--- src/rtl/irq_vec_pkg.sv ---
package irq_vec_pkg;

  typedef enum logic [1:0] {
    SP_IO  = 2'd0,
    SP_ID  = 2'd1,
    SP_ACK = 2'd2,
    SP_MEM = 2'd3
  } space_e;

  localparam int          ROM_LEN       = 12;
  localparam logic [4:0]  OFF_STAT_MASK = 5'h0B;
  localparam logic [4:0]  OFF_CMD_EVEN  = 5'h05;
  localparam logic [4:0]  OFF_CMD_ODD   = 5'h15;
  localparam logic [3:0]  CMD_CLR_BRK   = 4'd5;
  localparam logic [7:0]  BRK_BITS      = 8'h44;

  function automatic logic [7:0] rom_byte(input logic [6:0] idx);
    logic [7:0] b;
    case (idx)
      7'd0:    b = 8'h49;
      7'd1:    b = 8'h50;
      7'd2:    b = 8'h41;
      7'd3:    b = 8'h43;
      7'd4:    b = 8'hF0;
      7'd5:    b = 8'h22;
      7'd6:    b = 8'hA1;
      7'd10:   b = 8'h0C;
      7'd11:   b = 8'hCC;
      default: b = 8'h00;
    endcase
    return b;
  endfunction

endpackage

--- src/rtl/ivu_decode.sv ---
module ivu_decode
  import irq_vec_pkg::*;
#(
  parameter int NBLK = 4
) (
  input  logic            fire,
  input  logic            we,
  input  space_e          space,
  input  logic [7:0]      addr,
  input  logic [3:0]      cmd,
  output logic [2:0]      blk_sel,
  output logic            blk_ok,
  output logic            stat_hit,
  output logic [NBLK-1:0] imr_wr,
  output logic [NBLK-1:0] brk_clr,
  output logic            vec_wr
);
  logic [4:0] off;
  logic       io_wr;
  logic       cmd_hit;

  assign blk_sel  = addr[7:5];
  assign off      = addr[4:0] ^ 5'h01;
  assign blk_ok   = int'(blk_sel) < NBLK;
  assign stat_hit = (space == SP_IO) && blk_ok && (off == OFF_STAT_MASK);
  assign io_wr    = fire && we && (space == SP_IO) && blk_ok;
  assign cmd_hit  = ((off == OFF_CMD_EVEN) || (off == OFF_CMD_ODD)) && (cmd == CMD_CLR_BRK);
  assign vec_wr   = fire && we && ((space == SP_ID) || (space == SP_MEM)) && (addr == 8'd1);

  for (genvar b = 0; b < NBLK; b++) begin : g_blk
    assign imr_wr[b]  = io_wr && (int'(blk_sel) == b) && (off == OFF_STAT_MASK);
    assign brk_clr[b] = io_wr && (int'(blk_sel) == b) && cmd_hit;
  end

endmodule

--- src/rtl/ivu_isr_bank.sv ---
module ivu_isr_bank
  import irq_vec_pkg::*;
#(
  parameter int NBLK = 4
) (
  input  logic              clk,
  input  logic              rst_n,
  input  logic [NBLK*8-1:0] evt_set,
  input  logic [NBLK*8-1:0] evt_clr,
  input  logic [NBLK-1:0]   brk_clr,
  input  logic [NBLK-1:0]   imr_wr,
  input  logic [7:0]        wdata,
  output logic [NBLK*8-1:0] isr_flat,
  output logic [NBLK*8-1:0] imr_flat
);

  for (genvar b = 0; b < NBLK; b++) begin : g_blk
    logic [7:0] isr_q, imr_q, clr_mask;

    assign clr_mask = evt_clr[8*b +: 8] | (brk_clr[b] ? BRK_BITS : 8'h00);

    always_ff @(posedge clk) begin
      if (!rst_n) begin
        isr_q <= '0;
        imr_q <= '0;
      end else begin
        isr_q <= (isr_q & ~clr_mask) | evt_set[8*b +: 8];
        if (imr_wr[b]) imr_q <= wdata;
      end
    end

    assign isr_flat[8*b +: 8] = isr_q;
    assign imr_flat[8*b +: 8] = imr_q;
  end

endmodule

--- src/rtl/ivu_line_or.sv ---
module ivu_line_or #(
  parameter int NBLK  = 4,
  parameter int NLINE = (NBLK + 1) / 2
) (
  input  logic              clk,
  input  logic              rst_n,
  input  logic [NBLK*8-1:0] isr_flat,
  input  logic [NBLK*8-1:0] imr_flat,
  output logic [NLINE-1:0]  irq_q
);
  logic [NBLK-1:0] blk_pend;

  for (genvar b = 0; b < NBLK; b++) begin : g_pend
    assign blk_pend[b] = |(isr_flat[8*b +: 8] & imr_flat[8*b +: 8]);
  end

  for (genvar n = 0; n < NLINE; n++) begin : g_line
    logic pend_n;
    if (2 * n + 1 < NBLK) begin : g_pair
      assign pend_n = blk_pend[2*n] | blk_pend[2*n+1];
    end else begin : g_single
      assign pend_n = blk_pend[2*n];
    end

    always_ff @(posedge clk) begin
      if (!rst_n) irq_q[n] <= 1'b0;
      else        irq_q[n] <= pend_n;
    end
  end

endmodule

--- src/rtl/irq_vec_unit.sv ---
module irq_vec_unit
  import irq_vec_pkg::*;
#(
  parameter int NBLK  = 4,
  parameter int NLINE = (NBLK + 1) / 2
) (
  input  logic              clk,
  input  logic              rst_n,
  input  logic              req_valid,
  output logic              req_ready,
  input  logic              req_we,
  input  logic [1:0]        req_space,
  input  logic [7:0]        req_addr,
  input  logic [7:0]        req_wdata,
  output logic              resp_valid,
  input  logic              resp_ready,
  output logic [7:0]        resp_data,
  input  logic [NBLK*8-1:0] evt_set,
  input  logic [NBLK*8-1:0] evt_clr,
  output logic [NLINE-1:0]  irq_o
);
  localparam int BW = (NBLK > 1) ? $clog2(NBLK) : 1;

  logic              fire;
  space_e            space;
  logic [2:0]        blk_sel;
  logic              blk_ok, stat_hit, vec_wr;
  logic [NBLK-1:0]   imr_wr, brk_clr;
  logic [NBLK*8-1:0] isr_flat, imr_flat;
  logic [7:0]        isr_arr [NBLK];
  logic [7:0]        vec_q;
  logic [7:0]        rd_val;

  assign space     = space_e'(req_space);
  assign req_ready = !resp_valid || resp_ready;
  assign fire      = req_valid && req_ready;

  ivu_decode #(.NBLK(NBLK)) dec_i (
    .fire(fire), .we(req_we), .space(space), .addr(req_addr),
    .cmd(req_wdata[7:4]), .blk_sel(blk_sel), .blk_ok(blk_ok),
    .stat_hit(stat_hit), .imr_wr(imr_wr), .brk_clr(brk_clr), .vec_wr(vec_wr)
  );

  ivu_isr_bank #(.NBLK(NBLK)) bank_i (
    .clk(clk), .rst_n(rst_n), .evt_set(evt_set), .evt_clr(evt_clr),
    .brk_clr(brk_clr), .imr_wr(imr_wr), .wdata(req_wdata),
    .isr_flat(isr_flat), .imr_flat(imr_flat)
  );

  ivu_line_or #(.NBLK(NBLK), .NLINE(NLINE)) lines_i (
    .clk(clk), .rst_n(rst_n), .isr_flat(isr_flat), .imr_flat(imr_flat),
    .irq_q(irq_o)
  );

  for (genvar b = 0; b < NBLK; b++) begin : g_arr
    assign isr_arr[b] = isr_flat[8*b +: 8];
  end

  always_ff @(posedge clk) begin
    if (!rst_n)      vec_q <= '0;
    else if (vec_wr) vec_q <= req_wdata;
  end

  always_comb begin
    rd_val = 8'h00;
    case (space)
      SP_IO:   if (stat_hit && blk_ok) rd_val = isr_arr[blk_sel[BW-1:0]];
      SP_ID:   rd_val = rom_byte(req_addr[7:1]);
      SP_ACK:  if ((req_addr == 8'd0) || (req_addr == 8'd2)) rd_val = vec_q;
      default: rd_val = 8'h00;
    endcase
  end

  always_ff @(posedge clk) begin
    if (!rst_n) begin
      resp_valid <= 1'b0;
      resp_data  <= '0;
    end else if (fire && !req_we) begin
      resp_valid <= 1'b1;
      resp_data  <= rd_val;
    end else if (resp_ready) begin
      resp_valid <= 1'b0;
    end
  end

endmodule

--- config.mk ---
export PLATFORM = sky130hd
export DESIGN_NAME = irq_vec_unit
export DESIGN_NICKNAME = d
export VERILOG_FILES = /design/src/rtl/irq_vec_pkg.sv /design/src/rtl/ivu_decode.sv /design/src/rtl/ivu_isr_bank.sv /design/src/rtl/ivu_line_or.sv /design/src/rtl/irq_vec_unit.sv
export SDC_FILE = /design/constraint.sdc
export NUM_CORES = 1
export LEC_CHECK = 0
export BUFFER_PORTS_ARGS = -buffer_cell sky130_fd_sc_hd__buf_2
export CAP_MARGIN = 20
export CORE_UTILIZATION = 38
export DETAILED_ROUTE_END_ITERATION = 10
export PLACE_DENSITY_LB_ADDON = 0.2
export SLEW_MARGIN = 5
export SYNTH_ARGS = -nofsm -noshare
export SYNTH_HDL_FRONTEND = slang
export SYNTH_HIERARCHICAL = 1
export SYNTH_SLANG_ARGS = --single-unit
--- constraint.sdc ---
create_clock -name clk -period 3.54 [get_ports clk]
set_input_delay 0.177 -clock clk [delete_from_list [all_inputs] [get_ports clk]]
set_output_delay 0.177 -clock clk [all_outputs]
set_load 0.01 [all_outputs]
==> metrics.cfg, run 1 <==
[global_route]
antenna_found_initial=0
track_usage=0.2005
grt_pass1_wl_um=15800
globalRouteOverflowTotal=0
grt_pass1_vias=2972
grt_max_degree=79

[clock_tree]
clock_path_buffers=2
cts_resized=0
tritoncts=built
cts_sinks=83
worstSkewPairLatency_ns=0.34
cts-root-buf=clkbuf_8
post-cts-setup-buffer-count=0
cts_buffers=9
clk_pin_slew_ns=0.09
htreeDepth=3
cts_hold_buf=0

[layout]
antenna_cells=0
area_growth_pct=22.37
drive_gt1_frac=0.3128
final_util=0.4817
layout.nets=553

[synthesis]
synthesis.nets=460
yosysWarnings=6
syn_area_um2=3865
avgSynthCellArea_um2=10.36
syn-instance-count=373

[power_and_ir_drop]
p_comb_frac=0.090
power_frac_seq=0.479
clockPowerShare=0.431
swShare=0.2218
power.leakage_nw=1.749
p_per_area_nw_per_um2=436.5
switching_power_mw=0.4580
finalPower_mw=2.064
max-vdd-ir-drop_mv=0.2349
p_int_mw=1.606

[worst_setup_path]
rrSetupSlack_ns=1.63
max_stage_delay_ns=0.31
reg2regPathDepth=7
path_max_fanout=8
cpMaxStageDelayCell=dfxtp_1
worst-path-buf-inv=1
worstPathArrival_ns=2.15
critPathTopFamily=simple AND/OR/NAND/NOR gates
required_ns=3.79
crit_path_end_kind=flop
r2r-start=resp_valid$_SDFFE_PN0P_
cp_num_cells=7
start_kind=flop
worst-setup-path-type=reg2reg
cp-startpoint=resp_valid$_SDFFE_PN0P_
worstPathCellList=nand2b_1 -> and2_1 -> nand4bb_1 -> nor4_2 -> buf_4 -> mux2i_1 -> nor2b_1

[routing]
route.detailed.drc=0
m1WireLength_um=4569
via_per_inst=5.186
routed-wl-met2_um=4975
wl_um=10050
wl_met3_um=452
drt-pass1-iter-count=5
vias=3127
drtIter0Drc=165
top_layer=met4
drt-wirelength-per-cell_um=16.67
drtAntennaViolNets=0

[floorplan]
die_h_um=102.9
die_w_um=102.9
core.rowCount=36
io_pins=99
die-area_um2=10580
start_util=0.3936
core_area_um2=9819

[placement]
dpl.hpwl_um=7443
dp_slack_ns=1.630
port_buffers=98
gp_congestion=0.8317

[timing]
maxSlewViolCount=0
whs_ns=0.009661
period_needed_ns=1.906
fin_ws_ns=1.634
clock_skew_ns=0.008611
worst_slew_pin_slew_ns=0.7257
setup_violations=0
rsz0062_at_grt=no
maxSlewHeadroom=0.5162
post-route-period-util=0.5383
max_freq_ghz=0.5248
hold_viol_final=0
fin_tns_setup_ns=0

[min_path]
hold_start=evt_clr[2]
min_path_type=in2reg
holdPathStages=2

[run]
drv_cap=0

[run_status]
outcome=finished, final reports clean

[path summary, 6_finish.rpt]
check	endpoint
max	bank_i/g_blk[0].imr_q[4]$_SDFFE_PN0P_
min	bank_i/g_blk[0].isr_q[2]$_SDFF_PN0_
max reg2reg	bank_i/g_blk[0].imr_q[4]$_SDFFE_PN0P_
min reg2reg	resp_data[4]$_SDFFE_PN0P_
[worst register-to-register path: cells and delay by family, from the launching register on]
family / cells / cell delay [ns]
and+or+nand+nor: 5 / 1.03
muxes: 1 / 0.22
DFF: 1 / 0.31
buffers and inverters: 1 / 0.25
[per-stage QoR]
| stage | cells | area (µm²) |
|---|---|---|
| detailed placement | 588 | 4467 |
| floorplan | 373 | 3865 |
| CTS | 603 | 4730 |
| global placement | 588 | 4467 |
| finish | 603 | 4730 |
| global route | 603 | 4730 |
[flip-flops by register name (all words and copies together), names as in the netlist]
signal,count
bank_i/g_blk.isr_q,32
resp_data,8
vec_q,8
bank_i/g_blk.imr_q,32
resp_valid,1
lines_i/irq_q,2
[power groups by stage]
stage | logic (mW) | registers [mW] | clock network, mW
after floorplan | 0.102 | 0.997 | 0
after global placement | 0.182 | 1.01 | 0
after detailed placement | 0.185 | 1.01 | 0
after CTS | 0.186 | 0.989 | 0.904
after global routing | 0.202 | 0.992 | 0.949
final | 0.185 | 0.989 | 0.891
[cell usage in the layout, fill, tap and decap left out, drive strengths merged, types with 2 or more instances in the layout]
| master | count |
|---|---|
| a221oi | 7 |
| or4b | 2 |
| nor4 | 11 |
| nor2 | 11 |
| nand2 | 21 |
| inv | 4 |
| nand3 | 6 |
| a32oi | 2 |
| o31ai | 9 |
| nand2b | 2 |
| dfxtp | 83 |
| o22ai | 2 |
| o21ai | 6 |
| nor3 | 2 |
| a21oi | 9 |
| bufinv | 4 |
| and2 | 4 |
| clkbuf | 10 |
| nand4bb | 3 |
| nor2b | 57 |
| xnor2 | 2 |
| a21boi | 2 |
| or3 | 3 |
| nand4b | 3 |
| o21a | 26 |
| mux4 | 8 |
| buf | 105 |
| a22o | 4 |
| a22oi | 13 |
| mux2i | 40 |
[layer usage]
layer / vias up / global-route usage
met2: 73 / 0.3369
met3: 4 / 0.03729
li1: 1550 / -
met4: 0 / 0.05200
met1: 1500 / 0.2652
met5: - / 0
[cell type report]
type / instances / area, µm²
fillers: 963 / 5090
repair buffers: 105 / 543.0
well taps: 133 / 166.4
clock inverters: 5 / 125.1
inverters: 4 / 15.01
flip-flops and latches: 83 / 1662
multi-input cells: 263 / 2081
clock buffers: 10 / 137.6
(Power assumes the default switching activity.)
==> inputs of run 2 (changes only) <==
Clock period 3.54 ns to 1.7 ns, I/O delays scaled along.
==> run 2 against run 1 <==
Against the previous run: sequential power up 110%; via count rose by 8.4%; setup slack got worse by 1.6 ns; wire length grew 7.9%; total power grew 98%; count of clock-buffer cells in the layout unchanged; core utilization is 5.7 points higher; clock power grew 72%; combinational power grew to 2.7 times the previous value.
==> metrics.cfg, run 2 (synthesis results as in run 1) <==
[clock_tree]
cts-root-buf=clkbuf_8
cts_sinks=83
clock_path_buffers=2
htreeDepth=3
tritoncts=built
cts_buffers=9
clk_pin_slew_ns=0.08
worstSkewPairLatency_ns=0.36

[worst_setup_path]
start_kind=flop
r2r-start=resp_valid$_SDFFE_PN0P_
reg2regPathDepth=7
required_ns=1.95
worst-setup-path-type=reg2reg
worst-path-buf-inv=1
worstPathArrival_ns=1.88
crit_path_end_kind=flop
rrSetupSlack_ns=0.06
max_stage_delay_ns=0.31
crit_path_end=bank_i/g_blk[2].imr_q[4]$_SDFFE_PN0P_
critPathTopFamily=simple AND/OR/NAND/NOR gates
cp_num_cells=7
r2r_end=bank_i/g_blk[2].imr_q[4]$_SDFFE_PN0P_
path_max_fanout=8
worstPathCellList=nand2b_1 -> and2_4 -> nand4b_1 -> nor4_2 -> buf_4 -> mux2i_1 -> nor2b_1
cp-startpoint=resp_valid$_SDFFE_PN0P_
cpMaxStageDelayCell=dfxtp_1

[layout]
antenna_cells=0
area_growth_pct=36.81
most-common-layout-cells=buf_2 (98), dfxtp_1 (83), nor2b_1 (57)
final_common_cell=buf_2
drive_gt1_frac=0.3183
largestRegisters=bank_i/g_blk.imr_q x32, bank_i/g_blk.isr_q x32
layout.nets=614
fin_area_um2=5288
final_util=0.5385
num-fill-cells=951

[routing]
drtAntennaViolNets=0
m1WireLength_um=4877
vias=3390
drt-pass1-iter-count=4
route.detailed.drc=0
drt-wirelength-per-cell_um=16.33
routed-wl-met2_um=5338
via_per_inst=5.105
wl_met3_um=524
drtIter0Drc=122
wl_um=10840
top_layer=met4

[timing]
fin_tns_setup_ns=0
period_needed_ns=1.635
hold_viol_final=0
maxSlewHeadroom=0.5865
max_freq_ghz=0.6116
fin_ws_ns=0.06484
worst_slew_pin_slew_ns=0.6046
setup_violations=0
clock_skew_ns=0.01021
maxSlewViolCount=0
post-route-period-util=0.9619
rsz0062_at_grt=yes

[power_and_ir_drop]
p_per_area_nw_per_um2=773.3
swShare=0.2411
p_int_mw=3.103
clockPowerShare=0.373
p_comb_frac=0.123
max-vdd-ir-drop_mv=0.4126
power_frac_seq=0.503
power.leakage_nw=2.010
switching_power_mw=0.9857

[run_status]
outcome=finished, final reports clean

[floorplan]
io_pins=99
core_area_um2=9819
die_w_um=102.9
core.rowCount=36
start_util=0.3936
die_h_um=102.9
die-area_um2=10580

[global_route]
grt_pass1_vias=3284
antenna_found_initial=0
grt_pass1_wl_um=16850
globalRouteOverflowTotal=0
track_usage=0.2147
grt_max_degree=79

[run]
drv_cap=0

[placement]
dpl.hpwl_um=7762
dp_slack_ns=-0.07018
dpl-instance-area_um2=4657
gp_congestion=0.8037
port_buffers=98

[min_path]
min_path_type=in2reg

==> run 2: cell count changes in the layout (fill, tap and decap cells not counted), moves of 2 or more <==
cell / before / now
dlygate4sd3_1: 0 / 40
buf_12: 0 / 3
bufinv_16: 4 / 2
buf_4: 7 / 25
==> run 2: metal layers <==
| layer | vias to the layer above | GRT usage |
|---|---|---|
| li1 | 1673 | - |
| met1 | 1617 | 0.2731 |
| met2 | 89 | 0.3744 |
| met3 | 11 | 0.02915 |
| met4 | 0 | 0.07259 |
| met5 | - | 0 |
==> run 2: worst min-delay path by stage <==
stage,from,to,slack [ns],depth (start not counted)
final,evt_clr[12],bank_i/g_blk[1].isr_q[4]$_SDFF_PN0_,0.02,3
after detailed placement,evt_clr[22],bank_i/g_blk[2].isr_q[6]$_SDFF_PN0_,0.27,2
after floorplan,evt_clr[2],bank_i/g_blk[0].isr_q[2]$_SDFF_PN0_,0.18,1
after global placement,evt_clr[2],bank_i/g_blk[0].isr_q[2]$_SDFF_PN0_,0.28,2
after global routing,evt_clr[5],bank_i/g_blk[0].isr_q[5]$_SDFF_PN0_,0.03,3
after CTS,evt_clr[23],bank_i/g_blk[2].isr_q[7]$_SDFF_PN0_,0.02,3
==> run 2: what timing repair did <==
item	in CTS	in global routing
gates resized for setup	1	0
hold endpoints to repair	32	0
pin swaps	0	2
buffers inserted	0	1
setup endpoints to repair	3	14
hold buffers	40	0
==> run 2: cell type report <==
class | count | area [µm²] | share of cell area
multi-input combinational | 263 | 2100 | 0.3971
sequential | 83 | 1662 | 0.3142
timing repair buffer | 166 | 1139 | 0.2153
tap | 133 | 166.4 | 0.03147
clock buffer | 10 | 127.6 | 0.02414
clock inverter | 5 | 78.83 | 0.01491
inverter | 4 | 15.01 | 0.002840
==> run 2: power by group through the flow <==
| stage | logic (mW) | registers, mW | clock network [mW] |
|---|---|---|---|
| after CTS | 0.500 | 2.06 | 1.55 |
| final | 0.504 | 2.06 | 1.53 |
| after floorplan | 0.216 | 2.08 | 0 |
| after global placement | 0.417 | 2.11 | 0 |
| after global routing | 0.544 | 2.07 | 1.65 |
| after detailed placement | 0.425 | 2.10 | 0 |
==> run 2: worst register-to-register path: stages, from the launching register on <==
cell      delay [ns]
dfxtp_1         0.31
nand2b_1        0.09
and2_4          0.18
nand4b_1        0.17
nor4_2          0.23
buf_4           0.25
mux2i_1         0.21
nor2b_1         0.06
==> run 2: per-stage QoR <==
| step | hold slack [ns] | std cells | power (mW) |
|---|---|---|---|
| 6_report | 0.01936 | 664 | 4.089 |
| 3_3_place_gp | 0.2751 | 608 | 2.523 |
| 4_1_cts | 0.02199 | 663 | 4.112 |
| 3_5_place_dp | 0.2740 | 608 | 2.530 |
| 5_1_grt | 0.02554 | 664 | 4.266 |
| 2_1_floorplan | 0.1849 | 373 | 2.291 |
==> inputs of run 3 (changes only) <==
Settings changed: ABC_AREA from default to 1, CTS_CLUSTER_DIAMETER from default to 120, REMOVE_ABC_BUFFERS from default to 1.
==> run 3 against run 2 <==
Against the previous run: non-clock buffer count down 19; sequential power hardly changed; setup slack better by 0.15 ns; via count grew 23%; clock power is 9% lower; critical path type unchanged; critical endpoint unchanged.
==> metrics.cfg, run 3 <==
[layout]
most-common-layout-cells=nor2_1 (145), nand2_1 (138), buf_2 (98)
largestRegisters=bank_i/g_blk.imr_q x32, bank_i/g_blk.isr_q x32
final_common_cell=nor2_1
drive_gt1_frac=0.1939
fin_area_um2=5169
antenna_cells=0
num-fill-cells=1010
layout.nets=842
area_growth_pct=31.06
multi_input_area_um2=1889
regArea_um2=1662

[clock_tree]
tritoncts=built
htreeDepth=3
clock_path_buffers=2
worstSkewPairLatency_ns=0.35
clk_pin_slew_ns=0.08
cts-root-buf=clkbuf_8
cts_sinks=83
cts_buffers=9

[routing]
route.detailed.drc=0
drtAntennaViolNets=0
wl_um=11050
via_per_inst=4.688
drt-pass1-iter-count=5
drt-wirelength-per-cell_um=12.40
vias=4177
drtIter0Drc=182

[floorplan]
core.rowCount=36
die-area_um2=10790
io_pins=99
die_h_um=103.9
core_area_um2=9910
start_util=0.3980
die_w_um=103.9

[timing]
period_needed_ns=1.488
fin_tns_setup_ns=0
hold_viol_final=0
maxSlewViolCount=0
rsz0062_at_grt=no
worst_slew_pin_slew_ns=0.5524
post-route-period-util=0.8753
setup_violations=0
max_freq_ghz=0.6721
clock_skew_ns=0.007612
maxSlewHeadroom=0.6312

[global_route]
grt_pass1_wl_um=18540
track_usage=0.2134
globalRouteOverflowTotal=0
grt_pass1_vias=4029
grt_max_degree=33
antenna_found_initial=0

[synthesis]
yosysWarnings=6
syn_area_um2=3944
avgSynthCellArea_um2=6.476
syn-instance-count=609

[min_path]
min_path_type=in2reg
holdPathStages=4

[placement]
dpl.hpwl_um=7949
gp_congestion=0.8395
port_buffers=98
dpl-instance-area_um2=4564

[power_and_ir_drop]
power.leakage_nw=2.637
p_per_area_nw_per_um2=753.3
max-vdd-ir-drop_mv=0.4916

[worst_setup_path]
reg2regPathDepth=10
crit_path_end_kind=flop
worst-setup-path-type=reg2reg
start_kind=flop
required_ns=1.99
worstPathArrival_ns=1.78
path_max_fanout=8

[run_status]
outcome=finished, final reports clean

[run]
drv_cap=0

[run 3: power by group]
| part | switching [mW] | internal, mW | total (mW) |
|---|---|---|---|
| registers | 0.0441 | 1.99 | 2.04 |
| logic | 0.254 | 0.216 | 0.470 |
| clock network | 0.680 | 0.705 | 1.39 |
| total | 0.978 | 2.92 | 3.89 |
[run 3: timing repair]
action	in CTS	in global routing
buffers inserted	0	1
endpoints found under the setup margin	0	14
hold buffers	39	1
resized for setup	0	5
hold endpoints to repair	32	1
[run 3: per-layer routing]
layer  vias to the layer above  wire [µm]  track usage
met4                         0        107      0.05204
met1                      1882       5239       0.2746
met3                         8        501      0.03759
met2                       107       5196       0.3690
li1                       2180          -            -
met5                         -          0            0
[run 3: final cells by class]
class | count | share of cell area
Clock buffer | 10 | 0.02663
Clock inverter | 4 | 0.009925
Inverter | 79 | 0.05882
Multi-Input combinational cell | 435 | 0.3655
Sequential cell | 83 | 0.3215
Tap cell | 133 | 0.03220
Timing Repair Buffer | 147 | 0.1854
[run 3: per-stage QoR]
stage	power [mW]	worst slack [ns]	hold WS [ns]	util	cells
after floorplan	2.255	-0.01300	0.2024	-	597
final	3.893	0.2120	0.007872	0.5216	891
after global routing	4.068	0.05121	0.01508	0.5216	891
after CTS	3.924	0.1433	0.001942	0.5191	889
after detailed placement	2.482	0.1537	0.2955	0.4606	836
after global placement	2.476	0.1548	0.2874	0.4606	836
[run 3: worst max-delay path, stage by stage, from the launching register on]
cell and delay (ns):
dfxtp_1 0.32, nand2_2 0.06, inv_1 0.07, nor2_1 0.09, nand2_1 0.07, inv_2 0.09, nand4_1 0.13, nor2_2 0.20
buf_4 0.18, o21ai_0 0.09, nor2_1 0.12
[run 3: final timing paths]
| kind | slack [ns] | startpoint | endpoint |
|---|---|---|---|
| max reg2reg | 0.21 | resp_valid$_SDFFE_PN0P_ | bank_i/g_blk[2].imr_q[4]$_SDFFE_PN0P_ |
| min | 0.008 | evt_clr[19] | bank_i/g_blk[2].isr_q[3]$_SDFF_PN0_ |
| min reg2reg | 0.46 | resp_data[6]$_SDFFE_PN0P_ | resp_data[6]$_SDFFE_PN0P_ |
| max | 0.21 | resp_valid$_SDFFE_PN0P_ | bank_i/g_blk[2].imr_q[4]$_SDFFE_PN0P_ |
